--- src/rtl/cfg_boot_pkg.sv ---
package cfg_boot_pkg;
  typedef enum logic [1:0] {ST_WAIT, ST_FETCH, ST_RUN} fetch_state_e;

  localparam logic [1:0] SEL_BOOT  = 2'd0;
  localparam logic [1:0] SEL_FLASH = 2'd1;
  localparam logic [1:0] SEL_EXT   = 2'd2;

  localparam int BIT_LONG   = 7;
  localparam int BIT_TOGGLE = 6;
  localparam int BIT_MODE   = 4;
  localparam int BIT_FLASH  = 3;
  localparam int BIT_INTMEM = 2;
  localparam int BIT_RAM    = 1;
  localparam int BIT_CPU    = 0;

  typedef struct packed {
    logic loadCfg;
    logic startPulse;
    logic pulseLong;
  } dp_strobe_t;
endpackage

--- src/rtl/cfg_ctrl.sv ---
module cfg_ctrl
  import cfg_boot_pkg::*;
(
  input  logic       clk,
  input  logic       rstN,
  input  logic       extRstN,
  input  logic       testPin,
  input  logic       intRstReq,
  input  logic       memAck,
  input  logic       pulseBusy,
  input  logic       longBit,
  output dp_strobe_t strobe,
  output logic       memReq,
  output logic       memSrcExt,
  output logic       cpuHold
);
  logic [1:0] syncQ;
  logic syncPrev, rstSync, riseDet;
  fetch_state_e state, stateNext;
  logic srcQ, powerOn, busyPrev;

  always_ff @(posedge clk or negedge rstN) begin
    if (!rstN) begin
      syncQ <= '0;
      syncPrev <= 1'b0;
    end else begin
      syncQ <= {syncQ[0], extRstN};
      syncPrev <= syncQ[1];
    end
  end

  assign rstSync = syncQ[1];
  assign riseDet = syncQ[1] & ~syncPrev;

  always_comb begin
    stateNext = state;
    unique case (state)
      ST_WAIT:  if (riseDet) stateNext = ST_FETCH;
      ST_FETCH: if (!rstSync) stateNext = ST_WAIT;
                else if (memAck) stateNext = ST_RUN;
      ST_RUN:   if (!rstSync) stateNext = ST_WAIT;
      default:  stateNext = ST_WAIT;
    endcase
  end

  always_ff @(posedge clk or negedge rstN) begin
    if (!rstN) begin
      state <= ST_WAIT;
      srcQ <= 1'b0;
    end else begin
      state <= stateNext;
      if (state == ST_WAIT && riseDet) srcQ <= testPin;
    end
  end

  always_ff @(posedge clk or negedge rstN) begin
    if (!rstN) begin
      powerOn <= 1'b1;
      busyPrev <= 1'b0;
    end else begin
      busyPrev <= pulseBusy;
      if (busyPrev && !pulseBusy) powerOn <= 1'b0;
    end
  end

  assign memReq    = (state == ST_FETCH);
  assign memSrcExt = srcQ;
  assign cpuHold   = (state != ST_RUN);

  always_comb begin
    strobe.loadCfg    = (state == ST_FETCH) && memAck && rstSync;
    strobe.startPulse = intRstReq && !pulseBusy;
    strobe.pulseLong  = !testPin || (!powerOn && longBit);
  end

  // a pending request is held until acknowledged
  p_req_held_r2: assert property (@(posedge clk) disable iff (!rstN)
    (memReq && !memAck && rstSync) |=> memReq);
  // the fetch source does not move during a request
  p_src_stable_r3: assert property (@(posedge clk) disable iff (!rstN)
    (memReq && $past(memReq)) |-> $stable(memSrcExt));
  // the CPU is released only after an acknowledged fetch
  p_hold_release_r4: assert property (@(posedge clk) disable iff (!rstN)
    $fell(cpuHold) |-> $past(memAck));
endmodule

--- src/rtl/cfg_datapath.sv ---
module cfg_datapath
  import cfg_boot_pkg::*;
#(
  parameter int LONG_LEN  = 4095,
  parameter int SHORT_LEN = 16
) (
  input  logic       clk,
  input  logic       rstN,
  input  dp_strobe_t strobe,
  input  logic       testPin,
  input  logic [7:0] memData,
  output logic [7:0] cfgByte,
  output logic [1:0] storageSel,
  output logic       busMode,
  output logic       ramEn,
  output logic       cpuEn,
  output logic       rstOut
);
  localparam int CNT_W = $clog2(LONG_LEN + 1);
  localparam logic [CNT_W-1:0] LONG_CNT  = CNT_W'(LONG_LEN);
  localparam logic [CNT_W-1:0] SHORT_CNT = CNT_W'(SHORT_LEN);

  logic [7:0] cfgReg;
  logic [CNT_W-1:0] pulseCnt;

  always_ff @(posedge clk or negedge rstN) begin
    if (!rstN) cfgReg <= '0;
    else if (strobe.loadCfg) cfgReg <= memData;
  end

  always_ff @(posedge clk or negedge rstN) begin
    if (!rstN) pulseCnt <= '0;
    else if (strobe.startPulse) pulseCnt <= strobe.pulseLong ? LONG_CNT : SHORT_CNT;
    else if (pulseCnt != '0) pulseCnt <= pulseCnt - 1'b1;
  end

  assign rstOut  = (pulseCnt != '0);
  assign cfgByte = cfgReg;
  assign ramEn   = cfgReg[BIT_RAM];
  assign cpuEn   = cfgReg[BIT_CPU];

  always_comb begin
    if (!cfgReg[BIT_INTMEM]) storageSel = SEL_EXT;
    else if (cfgReg[BIT_FLASH]) storageSel = SEL_FLASH;
    else storageSel = SEL_BOOT;
  end

  always_comb begin
    if (cfgReg[BIT_MODE]) busMode = 1'b0;
    else if (!cfgReg[BIT_TOGGLE]) busMode = 1'b1;
    else busMode = !testPin;
  end

  // a load strobe captures the returned byte
  p_load_r4: assert property (@(posedge clk) disable iff (!rstN)
    strobe.loadCfg |=> (cfgReg == $past(memData)));
  // a new pulse is only started when none is running
  p_start_idle_r11: assert property (@(posedge clk) disable iff (!rstN)
    strobe.startPulse |-> !rstOut);
  // a running pulse is not cut short
  p_pulse_hold_r11: assert property (@(posedge clk) disable iff (!rstN)
    (rstOut && pulseCnt > 1) |=> rstOut);
endmodule

--- src/rtl/cfg_boot_loader.sv ---
module cfg_boot_loader
  import cfg_boot_pkg::*;
#(
  parameter int          LONG_LEN  = 4095,
  parameter int          SHORT_LEN = 16,
  parameter logic [23:0] BOOT_ADDR = 24'h00FFF3
) (
  input  logic        clk,
  input  logic        rstN,
  input  logic        extRstN,
  input  logic        testPin,
  input  logic        intRstReq,
  output logic        memReq,
  output logic [23:0] memAddr,
  output logic        memSrcExt,
  input  logic        memAck,
  input  logic [7:0]  memData,
  output logic        cpuHold,
  output logic [7:0]  cfgByte,
  output logic [1:0]  storageSel,
  output logic        busMode,
  output logic        ramEn,
  output logic        cpuEn,
  output logic        rstOut
);
  dp_strobe_t strobe;

  assign memAddr = BOOT_ADDR;

  cfg_ctrl u_ctrl (
    .clk(clk), .rstN(rstN), .extRstN(extRstN), .testPin(testPin),
    .intRstReq(intRstReq), .memAck(memAck), .pulseBusy(rstOut),
    .longBit(cfgByte[BIT_LONG]), .strobe(strobe), .memReq(memReq),
    .memSrcExt(memSrcExt), .cpuHold(cpuHold)
  );

  cfg_datapath #(.LONG_LEN(LONG_LEN), .SHORT_LEN(SHORT_LEN)) u_dp (
    .clk(clk), .rstN(rstN), .strobe(strobe), .testPin(testPin),
    .memData(memData), .cfgByte(cfgByte), .storageSel(storageSel),
    .busMode(busMode), .ramEn(ramEn), .cpuEn(cpuEn), .rstOut(rstOut)
  );
endmodule

--- config.mk ---
export PLATFORM = sky130hd
export DESIGN_NAME = cfg_boot_loader
export DESIGN_NICKNAME = d
export VERILOG_FILES = /design/src/rtl/cfg_boot_pkg.sv /design/src/rtl/cfg_ctrl.sv /design/src/rtl/cfg_datapath.sv /design/src/rtl/cfg_boot_loader.sv
export SDC_FILE = /design/constraint.sdc
export NUM_CORES = 1
export LEC_CHECK = 0
export ABC_AREA = 1
export CORE_MARGIN = 5
export CORE_UTILIZATION = 45
export DETAILED_ROUTE_END_ITERATION = 12
export HOLD_SLACK_MARGIN = 0.15
export PLACE_DENSITY = 0.76
export RECOVER_POWER = 50
export SETUP_SLACK_MARGIN = 0.5
export SKIP_LAST_GASP = 1
export SLEW_MARGIN = 20
export SYNTH_ARGS = -nofsm -noshare
export SYNTH_HDL_FRONTEND = slang
export SYNTH_SLANG_ARGS = --single-unit
--- constraint.sdc ---
create_clock -name clk -period 2.1 [get_ports clk]
set_input_delay 0.525 -clock clk [delete_from_list [all_inputs] [get_ports clk]]
set_output_delay 0.525 -clock clk [all_outputs]
set_load 0.005 [all_outputs]
# Yosys cells after proc, flatten, opt, wreduce, memory -nomap -nowiden
# Cells that the tools add are included.
[totals]
in_bits = 14
reg_bits = 28
[op_classes]
n_eq_ne = 6
bitwise = 2
n_mux = 12
reduce_logical = 14
addsub = 1
[op_table]
columns = ["op", "count"]
rows = [
  ["12-bit two-way mux", 3],
  ["12-bit nonzero test", 1],
  ["12-bit by 1-bit subtractor with 12-bit output, second input constant", 1],
  ["2-bit two-way mux", 5],
  ["1-bit logical AND", 6],
  ["2-bit case mux with 3 select lines", 1],
  ["2-bit != test, second input constant", 2],
  ["1-bit zero test", 3],
  ["1-bit two-way mux", 3],
  ["3-bit != test, second input constant", 1],
  ["3-bit AND reduction", 1],
  ["2-bit by 1-bit == test with 1-bit output, second input constant", 1],
  ["2-bit == test, second input constant", 1],
  ["2-bit zero test", 1],
  ["2-bit by 1-bit != test with 1-bit output, second input constant", 1],
  ["2-bit nonzero test", 1],
  ["1-bit bitwise AND", 1],
  ["1-bit logical OR", 1],
  ["1-bit inverter", 1],
]

# Longest topological paths before layout
[logic_depth]
depth_word = 5
mapped_depth = 9
mapped_depth_nobuf = 9

# Cells and area by module
# Synthesis repeated with hierarchy kept, for this count alone.
[hier_totals]
hier_cells = 193
area_unflattened_um2 = 1635.3
[modules_own_cells]
columns = ["mod", "n_inst", "cells_each", "area_each_um2"]
rows = [
  ["cfg_datapath", 1, 134, 1137.3],
  ["cfg_ctrl", 1, 33, 310.3],
  ["cfg_boot_loader", 1, 26, 187.7],
]

# Worst setup path after synthesis
# No wires, ideal clock.
[synth_path]
path_type = "reg-to-output"
from = "register u_dp.pulseCnt[0]"
to = "output rstOut"
stages_incl_launch_ff = 8
arrival_ns = 1.113
path_buffers = 0
t_required_ns = 1.575
path_slack_ns = 0.462
path_cell_list = "dfrtp_1 inv_1 ha_1 inv_1 nor2_1 nand3_2 nor2_4 inv_2"
[synth_via]
elab_chain_len = 1
[synth_lines]
columns = ["element", "line_no", "rtl"]
rows = [
  ["start, declared", "cfg_datapath.sv:24", "logic [CNT_W-1:0] pulseCnt;"],
  ["start signal, assigned", "cfg_datapath.sv:33", "else if (strobe.startPulse) pulseCnt <= strobe.pulseLong ? LONG_CNT : SHORT_CNT;"],
  ["start signal, assigned", "cfg_datapath.sv:34", "else if (pulseCnt != '0) pulseCnt <= pulseCnt - 1'b1;"],
  ["12-bit nonzero test", "cfg_datapath.sv:37", "assign rstOut = (pulseCnt != '0);"],
  ["end, declared", "cfg_boot_loader.sv:24", "output logic rstOut"],
]
# No other way between the ends.

# Worst setup path after layout
# Same ends and word-level chain as after synthesis.

==> metrics.md <==
| Metric | Value |
|---|---|
| Status | finished, final reports clean |
| Comb pwr share | 27.3% |
| Hold Vio Cnt, Final | 0 |
| Reg power frac | 46.3% |
| GPL Wtd Cong | 0.8157 |
| Global-route wire length before repair | 5.713 mm |
| Post-place setup slack | -0.009685 ns |
| Final setup fails | 0 |
| Clock Power Share | 26.4% |
| Seq/Total Area, Yosys | 44.28% |
| Grt met2 use | 27.44% |
| Clock skew | 0.01012 ns |
| Vias in the first global route | 1181 |
| Warnings, synthesis | 0 |
| Synthesized area | 1585 um^2 |
| Achievable clock frequency | 501.0 MHz |
| Psw | 0.0003630 W |
| Pwr dens | 653.9 nW/um^2 |
| Most numerous cell in the Yosys netlist | nand2_1 |
| Setup crit end kind | output pin |
| Critical Path RT | 1.57 ns |
| RSZ-0062 raised after global routing | yes |
| Max_cap viols | 0 |
| Wire length per cell | 12.25 um |
| GRT overflow | 0 |
| Met1 Use GR | 16.09% |
| Peak VDD IR | 427.2 uV |
| Most frequent cells after synthesis | nand2_1 (41), inv_1 (31), buf_4 (27), dfrtp_1 (27), nand3_1 (17) |
| Clk_lat worst skew | 0.34 ns |
| H-tree depth | 1 |
| CTS sink count | 28 |
| Drt drc | 0 |
| Drt first pass iters | 4 |
| Worst-path clk slew | 0.16 ns |
| Top-Level Pins | 55 |
| Min Hold Slack | 0.3684 ns |
| Total GRT Usage | 14.77% |
| Synth area leaders | dfrtp_1 (43%), buf_4 (13%), nand2_1 (9.7%) |
| Layout cell share with drive strength beyond 1 | 26.75% |
| Post-Route WL | 3.541 mm |
| Post-synthesis instance total | 193 |
| Final period util | 95.05% |
| Cell taking the most area after synthesis | dfrtp_1 |
| Slew HR | 53.32% |
| Setup CP Type | reg -> out |
| Antenna Nets Post-Route | 0 |
| Die area | 4810 um^2 |
| Core Area | 3363 um^2 |
| Design area | 2096 um^2 |
| Initial drt markers | 32 |
| Number of enable flip-flop cells after synthesis | 0 |
| Area grow syn2layout | 32.20% |
| Tmin final | 1.996 ns |
| Post-layout net count | 260 |
| Slew @ Worst Pin | 0.7002 ns |
| Critical Path Fanout Max | 2 |
| Cts bufs inserted | 3 |
| Finished Core Util | 62.31% |
| Cell Area, Placed | 1854 um^2 |
| Number of library cell types mapped by synthesis | 24 |
| Hold Buf Count CTS | 0 |
| Synth Flop Type | dfrtp_1 |
| Tot Pwr | 0.001370 W |
| N_diodes | 0 |
| Port Buf Inserts | 30 |
| Root Driver | clkbuf_4 |
| Chip height | 69.36 um |
| # fillers | 297 |
| Lkg Pwr | 1.078 nW |
| Largest net degree at the start of global routing | 29 |
| Min setup slack post-route | 0.1039 ns |
| Final Slew Violations | 0 |
| Initial antenna violation count | 0 |
| Via Count | 1294 |
| CTS tree | built |
| Initial Util | 47.14% |
| Top-area cell type share of the netlist area | 42.62% |
| Hold Path Class | reg -> reg |
| Clk buf depth | 2 |
| CP startpoint kind | flip-flop |
| Internal | 0.001008 W |
| Switching part of the total | 26.48% |
| Die X-Extent | 69.36 um |
| Post-Syn Area per Cell | 8.214 um^2 |
| Vias per cell | 4.478 |
| Hpwl dp | 2.330 mm |
| Async set-reset flop share out of synthesis | 100.0% |
| FP Rows | 21 |
| CP arrival | 1.47 ns |
| Busiest grt layer | met2 |
| Global Route met3 Usage | 2.754% |
| #FFs+latches synth | 28 |
==> layout by cell type, fill, tap and decap left out, types with 2 or more instances in the layout <==
cell	n
inv_2	5
a21oi_1	3
clkbuf_2	4
clkbuf_4	4
nand3_2	4
o21ai_0	5
nor2_1	8
o21bai_1	2
dfrtp_1	27
inv_1	26
nand4_1	2
nand3_4	3
dlygate4sd3_1	2
nand2_1	34
dlygate4sd2_1	4
nand2_2	7
nor2_2	2
nand3_1	15
clkdlybuf4s50_1	10
conb_1	24
nor2_4	5
buf_6	9
clkdlybuf4s15_1	6
o21ai_1	7
buf_4	14
==> worst max-delay path, cell delays in order (launching register included) <==
cell	delay, ns
dfrtp_1	0.42
inv_2	0.08
ha_4	0.13
inv_2	0.04
nor2_4	0.09
nand3_2	0.10
nor2_4	0.13
inv_4	0.04
buf_6	0.10
==> cell type report <==
class,count,area (um^2),area share (%)
clock buffers,3,22.52,1.075
clock inverters,1,30.03,1.433
inverters,32,122.6,5.851
multi-input cells,127,703.2,33.55
flip-flops and latches,28,701.9,33.49
well taps,46,57.56,2.746
repair buffers,52,457.9,21.85
==> path summary, 6_finish.rpt <==
kind	from	end	slack, ns	cells past startpoint
max in group asynchronous	rstN	u_dp.pulseCnt[3]	0.91	2
hold reg to reg	u_ctrl.syncQ[0]	u_ctrl.syncQ[1]	0.37	0
min in group asynchronous	rstN	u_dp.pulseCnt[10]	0.74	2
hold / removal	u_ctrl.syncQ[0]	u_ctrl.syncQ[1]	0.37	0
setup reg to reg	u_ctrl.state[0]	u_dp.cfgByte[7]	0.39	7
setup / recovery	u_dp.pulseCnt[0]	rstOut	0.10	8
==> kinds of logic after synthesis <==
logic type                 count (synthesis)  synth area share (%)
other                                      2                0.4737
adders and majority gates                  2                 1.578
and+or+nand+nor                           80                 25.02
muxes                                      1                0.7103
DFF                                       28                 44.28
AOI/OAI and AO/OA                         18                 5.998
xor gates and xnor gates                   1                0.5526
buffers and inverters                     61                 21.39
==> what timing repair did <==
action | 4_1_cts | 5_1_grt
setup buffers | 14 | 4
pin swaps | 4 | 6
resized for setup | 40 | 34
endpoints found under the setup margin | 28 | 25
gates cloned | 0 | 1
==> stage by stage <==
step           std cells   TNS (ns)
2_1_floorplan        215          0
3_3_place_gp         266  -0.009586
3_5_place_dp         266  -0.009685
4_1_cts              284          0
5_1_grt              289          0
6_report             289          0
==> flip-flops by register name, indices dropped and copies added, names as in the netlist <==
signal and flops:
u_ctrl.syncQ 2, u_ctrl.syncPrev 1, u_ctrl.memSrcExt 1, u_ctrl.state 2, u_dp.pulseCnt 12, u_ctrl.busyPrev 1, u_ctrl.powerOn 1, u_dp.cfgByte 8
==> metal layers <==
metal  part of all wire (%)  vias to the layer above
li1                       -                      650
met3                    5.3                        5
met4                    1.6                        0
met1                     38                      605
met2                     55                       34
met5                      0                        -
==> power groups by stage <==
stage,Sequential [W],Combinational [W],Clock (W)
floorplan,0.000646,0.000140,0
CTS,0.000628,0.000329,0.000369
detailed placement,0.000647,0.000316,0
finish,0.000634,0.000374,0.000362
global placement,0.000645,0.000309,0
global route,0.000642,0.000408,0.000394
(Power assumes the default switching activity.)
